--- config.mk ---
export PLATFORM = sky130hd
export DESIGN_NAME = phase_therm_encoder
export DESIGN_NICKNAME = d
export VERILOG_FILES = /design/src/rtl/tpe_pkg.sv /design/src/rtl/tpe_reorder.sv /design/src/rtl/tpe_bubble_fix.sv /design/src/rtl/tpe_locate.sv /design/src/rtl/phase_therm_encoder.sv
export SDC_FILE = /design/constraint.sdc
export NUM_CORES = 1
export LEC_CHECK = 0
export ABC_AREA = 1
export BUFFER_PORTS_ARGS = -buffer_cell sky130_fd_sc_hd__buf_2
export CAP_MARGIN = 20
export CORE_ASPECT_RATIO = 0.75
export CORE_UTILIZATION = 63
export DETAILED_ROUTE_END_ITERATION = 12
export GPL_TIMING_DRIVEN = 0
export PLACE_DENSITY = 0.87
export SLEW_MARGIN = 0
export SYNTH_ARGS = -nofsm -noshare
export SYNTH_HDL_FRONTEND = slang
export SYNTH_SLANG_ARGS = --single-unit
--- constraint.sdc ---
create_clock -name clk -period 8.5 [get_ports clk]
set_input_delay 0.85 -clock clk [delete_from_list [all_inputs] [get_ports clk]]
set_output_delay 0.85 -clock clk [all_outputs]
set_load 0.005 [all_outputs]
--- src/rtl/tpe_pkg.sv ---
package tpe_pkg;
    localparam int unsigned TPE_LOOPS = 4;
    localparam int unsigned TPE_TAPS  = 35;

    // position in time of raw tap i of loop j
    function automatic int unsigned dest_index(input int unsigned j, input int unsigned i,
                                               input int unsigned taps, input int unsigned nph);
        return ((nph / taps) * i + taps * j) % nph;
    endfunction
endpackage

--- src/rtl/tpe_reorder.sv ---
module tpe_reorder #(
    parameter int unsigned LOOPS = tpe_pkg::TPE_LOOPS,
    parameter int unsigned TAPS  = tpe_pkg::TPE_TAPS,
    localparam int unsigned NPH  = LOOPS * TAPS
) (
    input  logic [NPH-1:0] raw_i,
    output logic [NPH-1:0] ord_o
);
    for (genvar j = 0; j < LOOPS; j++) begin : g_loop
        for (genvar i = 0; i < TAPS; i++) begin : g_tap
            localparam int unsigned SRC = j * TAPS + i;
            localparam int unsigned DST = tpe_pkg::dest_index(j, i, TAPS, NPH);
            assign ord_o[DST] = raw_i[SRC];
        end
    end
endmodule

--- src/rtl/tpe_bubble_fix.sv ---
module tpe_bubble_fix #(
    parameter int unsigned NPH = 140
) (
    input  logic [NPH-1:0] vec_i,
    output logic [NPH-1:0] vec_o
);
    for (genvar p = 0; p < NPH; p++) begin : g_bit
        logic lo, hi;
        if (p == 0) begin : g_bot
            assign lo = 1'b1;
        end else begin : g_lo
            assign lo = vec_i[p-1];
        end
        if (p == NPH - 1) begin : g_top
            assign hi = 1'b0;
        end else begin : g_hi
            assign hi = vec_i[p+1];
        end
        assign vec_o[p] = (lo & vec_i[p]) | (lo & hi) | (vec_i[p] & hi);
    end
endmodule

--- src/rtl/tpe_locate.sv ---
module tpe_locate #(
    parameter int unsigned NPH = 140,
    localparam int unsigned CW = $clog2(NPH)
) (
    input  logic [NPH-1:0] vec_i,
    output logic [CW-1:0]  code_o,
    output logic           err_o
);
    always_comb begin
        logic found;
        found  = 1'b0;
        code_o = CW'(NPH - 1);
        for (int p = 0; p < NPH; p++) begin
            if (!found && !vec_i[p]) begin
                code_o = CW'(p);
                found  = 1'b1;
            end
        end
    end

    always_comb begin
        err_o = 1'b0;
        for (int p = 0; p < NPH - 1; p++) begin
            if (!vec_i[p] && vec_i[p+1]) err_o = 1'b1;
        end
    end
endmodule

--- src/rtl/phase_therm_encoder.sv ---
module phase_therm_encoder #(
    parameter int unsigned LOOPS = tpe_pkg::TPE_LOOPS,
    parameter int unsigned TAPS  = tpe_pkg::TPE_TAPS,
    localparam int unsigned NPH  = LOOPS * TAPS,
    localparam int unsigned CW   = $clog2(NPH)
) (
    input  logic           clk,
    input  logic           rst_n,
    input  logic [139:0]   raw_phase,
    input  logic           in_valid,
    output logic [7:0]     code,
    output logic           out_valid,
    output logic           err
);
    typedef struct packed {
        logic           s1_v;
        logic [NPH-1:0] s1_vec;
        logic           s2_v;
        logic [CW-1:0]  s2_code;
        logic           s2_err;
    } pipe_t;

    pipe_t st_d, st_q;
    logic [NPH-1:0] ord_w, fix_w;
    logic [CW-1:0]  loc_code_w;
    logic           loc_err_w;

    tpe_reorder #(.LOOPS(LOOPS), .TAPS(TAPS)) u_reorder (
        .raw_i (raw_phase[NPH-1:0]),
        .ord_o (ord_w)
    );

    tpe_bubble_fix #(.NPH(NPH)) u_fix (
        .vec_i (ord_w),
        .vec_o (fix_w)
    );

    tpe_locate #(.NPH(NPH)) u_locate (
        .vec_i  (st_q.s1_vec),
        .code_o (loc_code_w),
        .err_o  (loc_err_w)
    );

    always_comb begin
        st_d      = st_q;
        st_d.s1_v = in_valid;
        if (in_valid) st_d.s1_vec = fix_w;
        st_d.s2_v   = st_q.s1_v;
        st_d.s2_err = 1'b0;
        if (st_q.s1_v) begin
            st_d.s2_code = loc_code_w;
            st_d.s2_err  = loc_err_w;
        end
    end

    always_ff @(posedge clk or negedge rst_n) begin
        if (!rst_n) st_q <= '0;
        else        st_q <= st_d;
    end

    assign code      = 8'(st_q.s2_code);
    assign out_valid = st_q.s2_v;
    assign err       = st_q.s2_err;

    AST_LATENCY:    assert property (@(posedge clk) disable iff (!rst_n) in_valid |=> ##1 out_valid);
    AST_NO_SPURIOUS: assert property (@(posedge clk) disable iff (!rst_n) out_valid |-> $past(in_valid, 2));
    AST_CODE_RANGE: assert property (@(posedge clk) disable iff (!rst_n) out_valid |-> (code < 8'(NPH)));
    AST_CODE_HOLD:  assert property (@(posedge clk) disable iff (!rst_n) !out_valid |-> $stable(code));
    AST_ERR_QUIET:  assert property (@(posedge clk) disable iff (!rst_n) !out_valid |-> !err);
endmodule

==> results by group, run 1 <==
Yosys
  – Area leader, netlist: dfrtp_1
  – Async S/R FF share, synth: 100%
  – Synthesis Warnings: 0
  – Number of flops mapped to enable cells by yosys: 0
  – Top-area cell type share of the netlist area: 38.0%
  – Cell Area, Synth: 9950 um^2
  – Top_reg_cell synth: dfrtp_1
  – Syn_nets: 1,528
  – Synth Register Bits: 151
  – Top cells by area, synth: dfrtp_1, inv_1, o21ai_0
  – Seq/Total Area, Yosys: 38.0%
  – Syn avg cell area: 7.19 um^2
  – Synth unique cells: 45
  – Gate count of the mapped netlist: 1,385

Timing
  – Hold Vio Cnt, Final: 0
  – Clk_skew: 5.29 ps
  – Fin crit share: 77.9%
  – Setup_tns: 0 ps
  – # setup viols final: 0
  – Least-Margin Pin Slew: 898 ps
  – Max Fclk: 151 MHz
  – Final min period: 6620 ps
  – Slew HR: 40.2%
  – Final Max Tran Viols: 0
  – RSZ-0062 raised after global routing: no

Die
  – Total core area: 15,300 um^2
  – Die Wd: 147 um
  – Top-level I/O count: 153
  – Rows: 39
  – Die height: 111 um
  – Die area: 16,300 um^2
  – Initial Util: 65.0%

Finish
  – Layout Nets: 1,700
  – Most frequent cells in the layout: inv_1, nand2_1, nor2_1
  – Layout cells sized above 1: 15.5%
  – Fin area: 11,700 um^2
  – Area delta synth->final: 17.0%
  – Most common cell after layout, fill and taps aside: inv_1
  – N_diodes: 0

Power
  – Sw power: 0.000689 W
  – Seq pwr share: 41.1%
  – Internal power: 0.00143 W
  – Combinational Power Share: 19.4%
  – VDD IR-drop max: 0.000103 V
  – PwrDens: 182 nW/um^2
  – Leak Pwr: 6.06 nW
  – Clock share of power: 39.5%
  – Sw frac: 32.5%

Critical path
  – Crit-path max FO: 6
  – CP max-delay cell: dfrtp_1
  – Kind of critical path: register to register
  – Worst setup SP type: register
  – Crit path largest cell delay: 410 ps
  – CP most frequent cell: nor2_4
  – Worst path required time: 8830 ps
  – Arr. time, crit path: 6950 ps
  – CP Capture Type: register

Clock tree
  – CTS H-tree lvls: 4
  – Later-pin clock latency in the skew report: 440 ps
  – Clock Sink Count: 151
  – Total CTS buffers: 17
  – CTS-repair resized insts: 0
  – Root Buffer: clkbuf_16
  – CTS tree: built
  – CTS Buffer Depth: 2
  – Cts hold-fix bufs: 0
  – Postcts setup bufs: 0
  – CTS clk-pin slew, worst paths: 70 ps

Placed design
  – HPWL Detailed: 25,200 um
  – Instance area after placement: 11,000 um^2
  – Placer Congestion: 0.943
  – Input/output buffers: 152

GRT
  – First-pass GRT wire length: 51,700 um
  – Vias in the first global route: 10,046
  – Initial antenna violation count: 1
  – Largest net degree at the start of global routing: 87
  – Total track usage: 41.4%
  – Grt ovf: 0

Route
  – DRC Markers: 0
  – DR pass1 iterations: 6
  – Initial DRC Count: 1,110
  – Total number of vias: 10,931
  – Vias per inst: 6.16
  – Final antenna-violating net count: 0
  – Routed WL per cell: 18.4 um
  – Post-Route WL: 32,700 um

Outcome
  – Status: complete, no violations

Min path
  – Hold Crit Class: input pin to async pin

Run
  – Max Cap Viol: 0
==> critical path, delay by kind of cell, from the launching register on <==
family           cells  cell delay (ps)
AND/OR/NAND/NOR     44             5960
flip-flops           1              410
AO/OA/AOI/OAI        1              130
==> state kept, by name (all words and copies together) (netlist names) <==
register / cells
st_q: 140
err: 1
st_d: 1
code: 8
out_valid: 1
==> final timing paths <==
path                       depth (start not counted)  slack [ps]        to     start
max                                               45        1880   code[5]  st_q[21]
min                                                1         380  st_q[29]     rst_n
max reg2reg                                       45        1880   code[5]  st_q[21]
min reg2reg                                        2         490   code[3]   code[3]
max in group asynchronous                          2        7240  st_q[86]     rst_n
min in group clk                                   2         490   code[3]   code[3]
==> metal layers <==
layer / part of all wire (%) / global-route usage (%) / vias to the layer above
met1: 42 / 58.5 / 5078
met4: 2.9 / 15.1 / 2
li1: - / - / 5051
met3: 13 / 11.2 / 92
met2: 42 / 60.8 / 708
met5: 0.031 / 0 / -
==> logic make-up (layout without fill, tap and decap cells) <==
group           count (synthesis)  after routing  synth area share [%]
simple gates                  557            557                  28.1
flops                         151            151                  38.0
buf+inv                       285            470                  11.0
compound gates                392            392                  22.9
==> area by class of cell <==
type	instances	area, um^2
buffer	31	146
clock buffer	19	453
clock inverter	13	193
fill	1180	3670
inverter	254	953
multi-input combinational	949	5080
sequential	151	3780
tap	205	256
timing repair buffer	153	795
==> cells in the mapped netlist, types with 2 or more instances <==
master and count:
inv_1 253, nand2_1 224, nor2_1 194, o21ai_0 174, dfrtp_1 151, o22ai_1 121
a21oi_1 42, nand3_1 31, clkbuf_1 23, nor2_4 22, nand4_1 21, nand4_4 18
nor4_1 17, nor3_1 14, o2111ai_1 9, buf_4 8, o211ai_1 8, a31oi_1 7
o31ai_1 6, nand2_2 5, o41ai_1 4, a221oi_1 3, or4_1 3, a2111oi_0 2
a211oi_1 2, a311oi_1 2, o311ai_0 2, o32ai_1 2
==> through the flow <==
step / total power [W] / setup WS, ps / hold WS [ps] / utilization [%] / cells
2_1_floorplan: 0.00109 / 2900 / 450 / - / 1385
3_3_place_gp: 0.00126 / 2180 / 466 / 71.6 / 1742
3_5_place_dp: 0.00127 / 2040 / 469 / 71.8 / 1743
4_1_cts: 0.00210 / 1940 / 425 / 76.0 / 1775
5_1_grt: 0.00219 / 1350 / 446 / 76.0 / 1775
6_report: 0.00212 / 1880 / 382 / 76.0 / 1775
==> power groups by stage <==
stage	clock (W)	sequential (W)	combinational [W]
2_1_floorplan	0	0.000857	0.000234
3_3_place_gp	0	0.000876	0.000382
3_5_place_dp	0	0.000878	0.000394
4_1_cts	0.000830	0.000867	0.000400
5_1_grt	0.000862	0.000879	0.000449
6_report	0.000838	0.000872	0.000411
(Power assumes the default switching activity.)
==> run 2, diff against run 1 <==
Settings changed: CORE_UTILIZATION 63 to 53, PLACE_DENSITY 0.87 to 0.78.
Clock period 8.5 ns to 5.32 ns, I/O delays scaled along.
==> run 2 against run 1 <==
Clock-buffer cell count is 2 lower. Sequential cell count is the same. Critical path depth did not move. The run now ends with setup timing left. Critical path type unchanged. Total power grew 60%. Sequential share of layout area fell by 1.4 points. Global-route usage is 6.3 points lower. Hold slack worse by 350 ps. Highest routed layer is now met4. Non-clock buffer count up 52. Final cell count rose by 5.3%. Fmax grew 8.4%. Largest cell class unchanged.
==> results by group, run 2 (same netlist as run 1, synthesis figures left out) <==
Finish
  – Max FFs per register: 140
  – N_diodes: 0
  – Layout Nets: 1,752
  – Most flops, register: st_q
  – Area of the multi-input gates: 5170 um^2
  – Fin area: 12,200 um^2
  – Area delta synth->final: 22.4%
  – FF/Latch Area: 3780 um^2
  – Util after Layout: 66.0%
  – Layout cells sized above 1: 18.9%
  – Most frequent cells in the layout: inv_1, nand2_1, nor2_1
  – # fillers: 1,621
  – Most common cell after layout, fill and taps aside: inv_1

Route
  – Vias per inst: 5.82
  – Total number of vias: 10,877
  – Post-Route WL: 33,000 um
  – DRC Markers: 0
  – Routed WL per cell: 17.6 um
  – Final antenna-violating net count: 0
  – DR pass1 iterations: 6
  – Initial DRC Count: 1,220

Clock tree
  – CTS tree: built
  – Later-pin clock latency in the skew report: 440 ps
  – CTS clk-pin slew, worst paths: 70 ps
  – Clock Sink Count: 151
  – Root Buffer: clkbuf_16
  – CTS Buffer Depth: 2
  – CTS H-tree lvls: 4
  – Total CTS buffers: 17

Timing
  – Clk_skew: 11.0 ps
  – Final worst slack: -783 ps
  – Final min period: 6100 ps
  – Max Fclk: 164 MHz
  – RSZ-0062 raised after global routing: yes
  – Least-Margin Pin Slew: 905 ps
  – Fin crit share: 115%
  – Slew HR: 39.7%
  – WHS: 30.1 ps
  – Final Max Tran Viols: 0
  – # setup viols final: 8
  – Hold Vio Cnt, Final: 0

Critical path
  – Reg2reg end: code[6]
  – CP delay by family, top: simple AND/OR/NAND/NOR gates
  – CP Capture Type: register
  – Crit-path max FO: 4
  – Crit path largest cell delay: 390 ps
  – Worst setup SP type: register
  – R2R depth: 45
  – Arr. time, crit path: 6430 ps
  – Kind of critical path: register to register
  – Reg-to-reg critical path startpoint: st_q[16]
  – CP most frequent cell: nor2_4
  – CP max-delay cell: dfrtp_1
  – Worst path required time: 5650 ps
  – CP bufs+invs: 0
  – Flop2flop setup slack: -780 ps

Placed design
  – Instance area after placement: 11,100 um^2
  – HPWL Detailed: 25,100 um
  – Placer Congestion: 0.972
  – Input/output buffers: 152

GRT
  – Grt ovf: 0
  – Initial antenna violation count: 1
  – Total track usage: 35.1%
  – Vias in the first global route: 9,974
  – Largest net degree at the start of global routing: 102
  – First-pass GRT wire length: 52,100 um

Power
  – VDD IR-drop max: 0.000290 V
  – Design Power: 0.00340 W
  – PwrDens: 279 nW/um^2
  – Leak Pwr: 6.34 nW

Die
  – Top-level I/O count: 153
  – Die Wd: 160 um
  – Rows: 43
  – Initial Util: 53.9%
  – Total core area: 18,500 um^2
  – Die area: 19,300 um^2
  – Die height: 121 um

Outcome
  – Failing checks: setup timing
  – Status: finished, violations left

Min path
  – Hold Crit Class: input pin to async pin

Run
  – Max Cap Viol: 0
==> run 2: cell types whose count changed in the layout (fill, tap and decap cells not counted), moves of 2 or more <==
cell | before | now
nand2_2 | 5 | 8
inv_1 | 253 | 251
nand2_1 | 224 | 220
nor2_1 | 194 | 191
nor2_4 | 22 | 24
inv_6 | 3 | 5
buf_4 | 8 | 59
clkbuf_8 | 2 | 0
inv_2 | 0 | 2
o31ai_1 | 6 | 4
==> run 2: report_power, final <==
part	switching, W	internal [W]	leakage (nW)	total, W
clock network	0.000538	0.000798	0.307	0.00134
registers	0.000128	0.00127	1.86	0.00139
logic	0.000454	0.000218	4.18	0.000672
==> run 2: worst max-delay path by stage <==
stage	slack [ps]	endpoint	depth (start not counted)	from
finish	-780	code[6]	45	st_q[16]
global placement	-990	code[6]	45	st_q[15]
detailed placement	-1070	code[6]	45	st_q[21]
floorplan	-280	code[5]	47	st_q[11]
global route	-1240	code[0]	47	st_q[16]
CTS	-610	code[4]	45	st_q[16]
==> run 2: timing repair <==
action | CTS | global route
hold buffers | 0 | 0
endpoints found under the setup margin | 8 | 8
gates resized for setup | 8 | 11
pin swaps | 11 | 14
buffers inserted | 37 | 15
==> run 2: per-stage QoR <==
stage          setup WS, ps  instances  setup TNS [ps]
4_1_cts                -609       1854           -4210
3_3_place_gp           -991       1784           -7120
2_1_floorplan          -278       1385           -1670
3_5_place_dp          -1070       1785           -7670
6_report               -783       1869           -5500
5_1_grt               -1240       1869           -8770
==> run 2: routing by layer <==
metal  track usage [%]  share of wire (%)
met5                 0                  0
met4              8.45                1.6
met2              52.9                 42
met1              49.8                 45
met3              9.47                 12
==> run 2: final cells by class <==
type / instances / area share [%]
Clock buffer: 17 / 3.49
Inverter: 254 / 7.82
Clock inverter: 15 / 1.78
Tap cell: 247 / 2.54
Sequential cell: 151 / 31.0
Buffer: 31 / 1.20
Timing Repair Buffer: 205 / 9.75
Multi-Input combinational cell: 949 / 42.4
==> run 3, diff against run 2 <==
--- a/config.mk
+++ b/config.mk
@@ -15,3 +15,2 @@
 export PLACE_DENSITY = 0.78
-export SLEW_MARGIN = 0
 export SYNTH_ARGS = -nofsm -noshare
==> constraint.sdc (replaced) <==
create_clock -name clk -period 5.32 [get_ports clk]
set_input_delay 0.266 -clock clk [delete_from_list [all_inputs] [get_ports clk]]
set_output_delay 0.266 -clock clk [all_outputs]
set_load 0.005 [all_outputs]
==> run 3 against run 2 <==
First-iteration DRC count grew 11%. Cell area is essentially flat. Global-route usage is the same. Critical path depth is the same. Worst setup slack lost 1.1 ps. Sequential share of layout area is essentially flat. Clock-buffer cell count is the same. Critical path type unchanged. Hold slack lost 7.4 ps. Register-to-register slack is essentially flat. Largest cell class unchanged. The flow still finishes with violations (setup timing). Final cell count is essentially flat.
==> results by group, run 3 (same netlist as run 1, synthesis figures left out) <==
Outcome
  – Status: finished, violations left
  – Failing checks: setup timing

Route
  – Routed wire length on met3: 3800 um
  – Routed WL per cell: 17.7 um
  – Highest Signal Layer: met4
  – Total number of vias: 10,902
  – Final antenna-violating net count: 0
  – Metal2 WL: 13,900 um
  – DRC Markers: 0
  – DR pass1 iterations: 5
  – Vias per inst: 5.83
  – Initial DRC Count: 1,349
  – M1 WL: 14,800 um
  – Post-Route WL: 33,000 um

Critical path
  – Flop2flop setup slack: -780 ps
  – CP bufs+invs: 0
  – Worst path required time: 5650 ps
  – CP max-delay cell: dfrtp_1
  – CP most frequent cell: nor2_4
  – Reg-to-reg critical path startpoint: st_q[17]
  – R2R depth: 45
  – Critical Path Stages: 45
  – Arr. time, crit path: 6430 ps
  – Crit-path max FO: 4
  – Worst Setup EP: code[6]
  – Kind of critical path: register to register
  – CP Capture Type: register
  – CP Launch Point: st_q[17]
  – Reg2reg end: code[6]
  – Crit path largest cell delay: 390 ps
  – Worst setup SP type: register
  – CP delay by family, top: simple AND/OR/NAND/NOR gates

Placed design
  – DP Worst Slack: -1070 ps
  – Placer Congestion: 0.972
  – Placed cell count: 1,785
  – HPWL Detailed: 25,100 um
  – Input/output buffers: 152

Run
  – Max Cap Viol: 0

Die
  – Die height: 121 um
  – Initial Util: 53.9%
  – Die area: 19,300 um^2
  – Total core area: 18,500 um^2
  – Rows: 43
  – Top-level I/O count: 153
  – Die Wd: 160 um

Clock tree
  – Clock Sink Count: 151
  – Root Buffer: clkbuf_16
  – CTS tree: built
  – CTS clk-pin slew, worst paths: 70 ps
  – Later-pin clock latency in the skew report: 440 ps
  – CTS H-tree lvls: 4
  – Total CTS buffers: 17
  – CTS Buffer Depth: 2

Finish
  – Layout Nets: 1,753
  – Util after Layout: 66.1%
  – Most frequent cells in the layout: inv_1, nand2_1, nor2_1
  – # fillers: 1,620
  – Post-route insts no fill: 1,870
  – N_diodes: 0
  – Layout cells sized above 1: 18.9%
  – Area of the multi-input gates: 5170 um^2
  – Most flops, register: st_q
  – Area delta synth->final: 22.5%
  – FF/Latch Area: 3780 um^2
  – Most common cell after layout, fill and taps aside: inv_1
  – Max FFs per register: 140

Timing
  – Least-Margin Pin Slew: 902 ps
  – Final min period: 6100 ps
  – Slew HR: 39.9%
  – Max Fclk: 164 MHz
  – Clk_skew: 10.8 ps
  – Hold Vio Cnt, Final: 0
  – WHS: 22.7 ps
  – # setup viols final: 8
  – Final worst slack: -785 ps
  – RSZ-0062 raised after global routing: yes
  – Final Max Tran Viols: 0
  – Setup_tns: -5550 ps
  – Fin crit share: 115%

Min path
  – Worst Min Path Start: in_valid
  – Hold Crit Class: input pin to register
  – Worst hold path cell count: 1

Power
  – Leak Pwr: 6.34 nW
  – PwrDens: 279 nW/um^2
  – VDD IR-drop max: 0.000290 V

GRT
  – Initial antenna violation count: 1
  – First-pass GRT wire length: 52,100 um
  – Total track usage: 35.1%
  – Vias in the first global route: 9,974
  – Grt ovf: 0
  – Largest net degree at the start of global routing: 102
==> run 3: layout make-up <==
class | instances | share of cell area, %
Timing Repair Buffer | 206 | 9.83
Buffer | 31 | 1.20
Clock inverter | 15 | 1.77
Sequential cell | 151 | 31.0
Clock buffer | 17 | 3.49
Multi-Input combinational cell | 949 | 42.4
Tap cell | 247 | 2.53
Inverter | 254 | 7.82
==> run 3: power breakdown <==
part           internal (W)  switching (W)  total [W]  leakage (nW)
registers           0.00127       0.000128    0.00139          1.86
logic              0.000219       0.000456   0.000675          4.18
clock network      0.000798       0.000537    0.00133         0.307
==> run 3: stage by stage <==
stage / power, W / area (um^2)
floorplan: 0.00174 / 9960
global placement: 0.00202 / 11000
detailed placement: 0.00203 / 11100
CTS: 0.00338 / 12000
global route: 0.00354 / 12200
finish: 0.00340 / 12200
==> run 3: worst reg2reg max path: cells and delay by family, from the launching register on <==
family           cells  cell delay (ps)
AO/OA/AOI/OAI        1              120
AND/OR/NAND/NOR     44             5500
flip-flops           1              390
==> run 3: how the worst min path moves through the flow <==
stage	endpoint	slack [ps]
global route	st_d[9]	10
global placement	st_d[9]	450
CTS	st_d[9]	1
finish	st_d[9]	20
floorplan	code[0]	-30
detailed placement	st_q[27]	240
==> run 3: timing repair <==
item,CTS,global route
hold buffers,1,0
endpoints found under the hold margin,50,0
gates resized for setup,8,11
setup buffers,37,15
setup endpoints to repair,8,8
pin swaps,11,14
==> run 3: routing by layer <==
| layer | up-vias | global-route usage [%] |
|---|---|---|
| li1 | 5158 | - |
| met3 | 40 | 9.47 |
| met1 | 5101 | 49.8 |
| met4 | 0 | 8.45 |
| met2 | 603 | 52.9 |
| met5 | - | 0 |
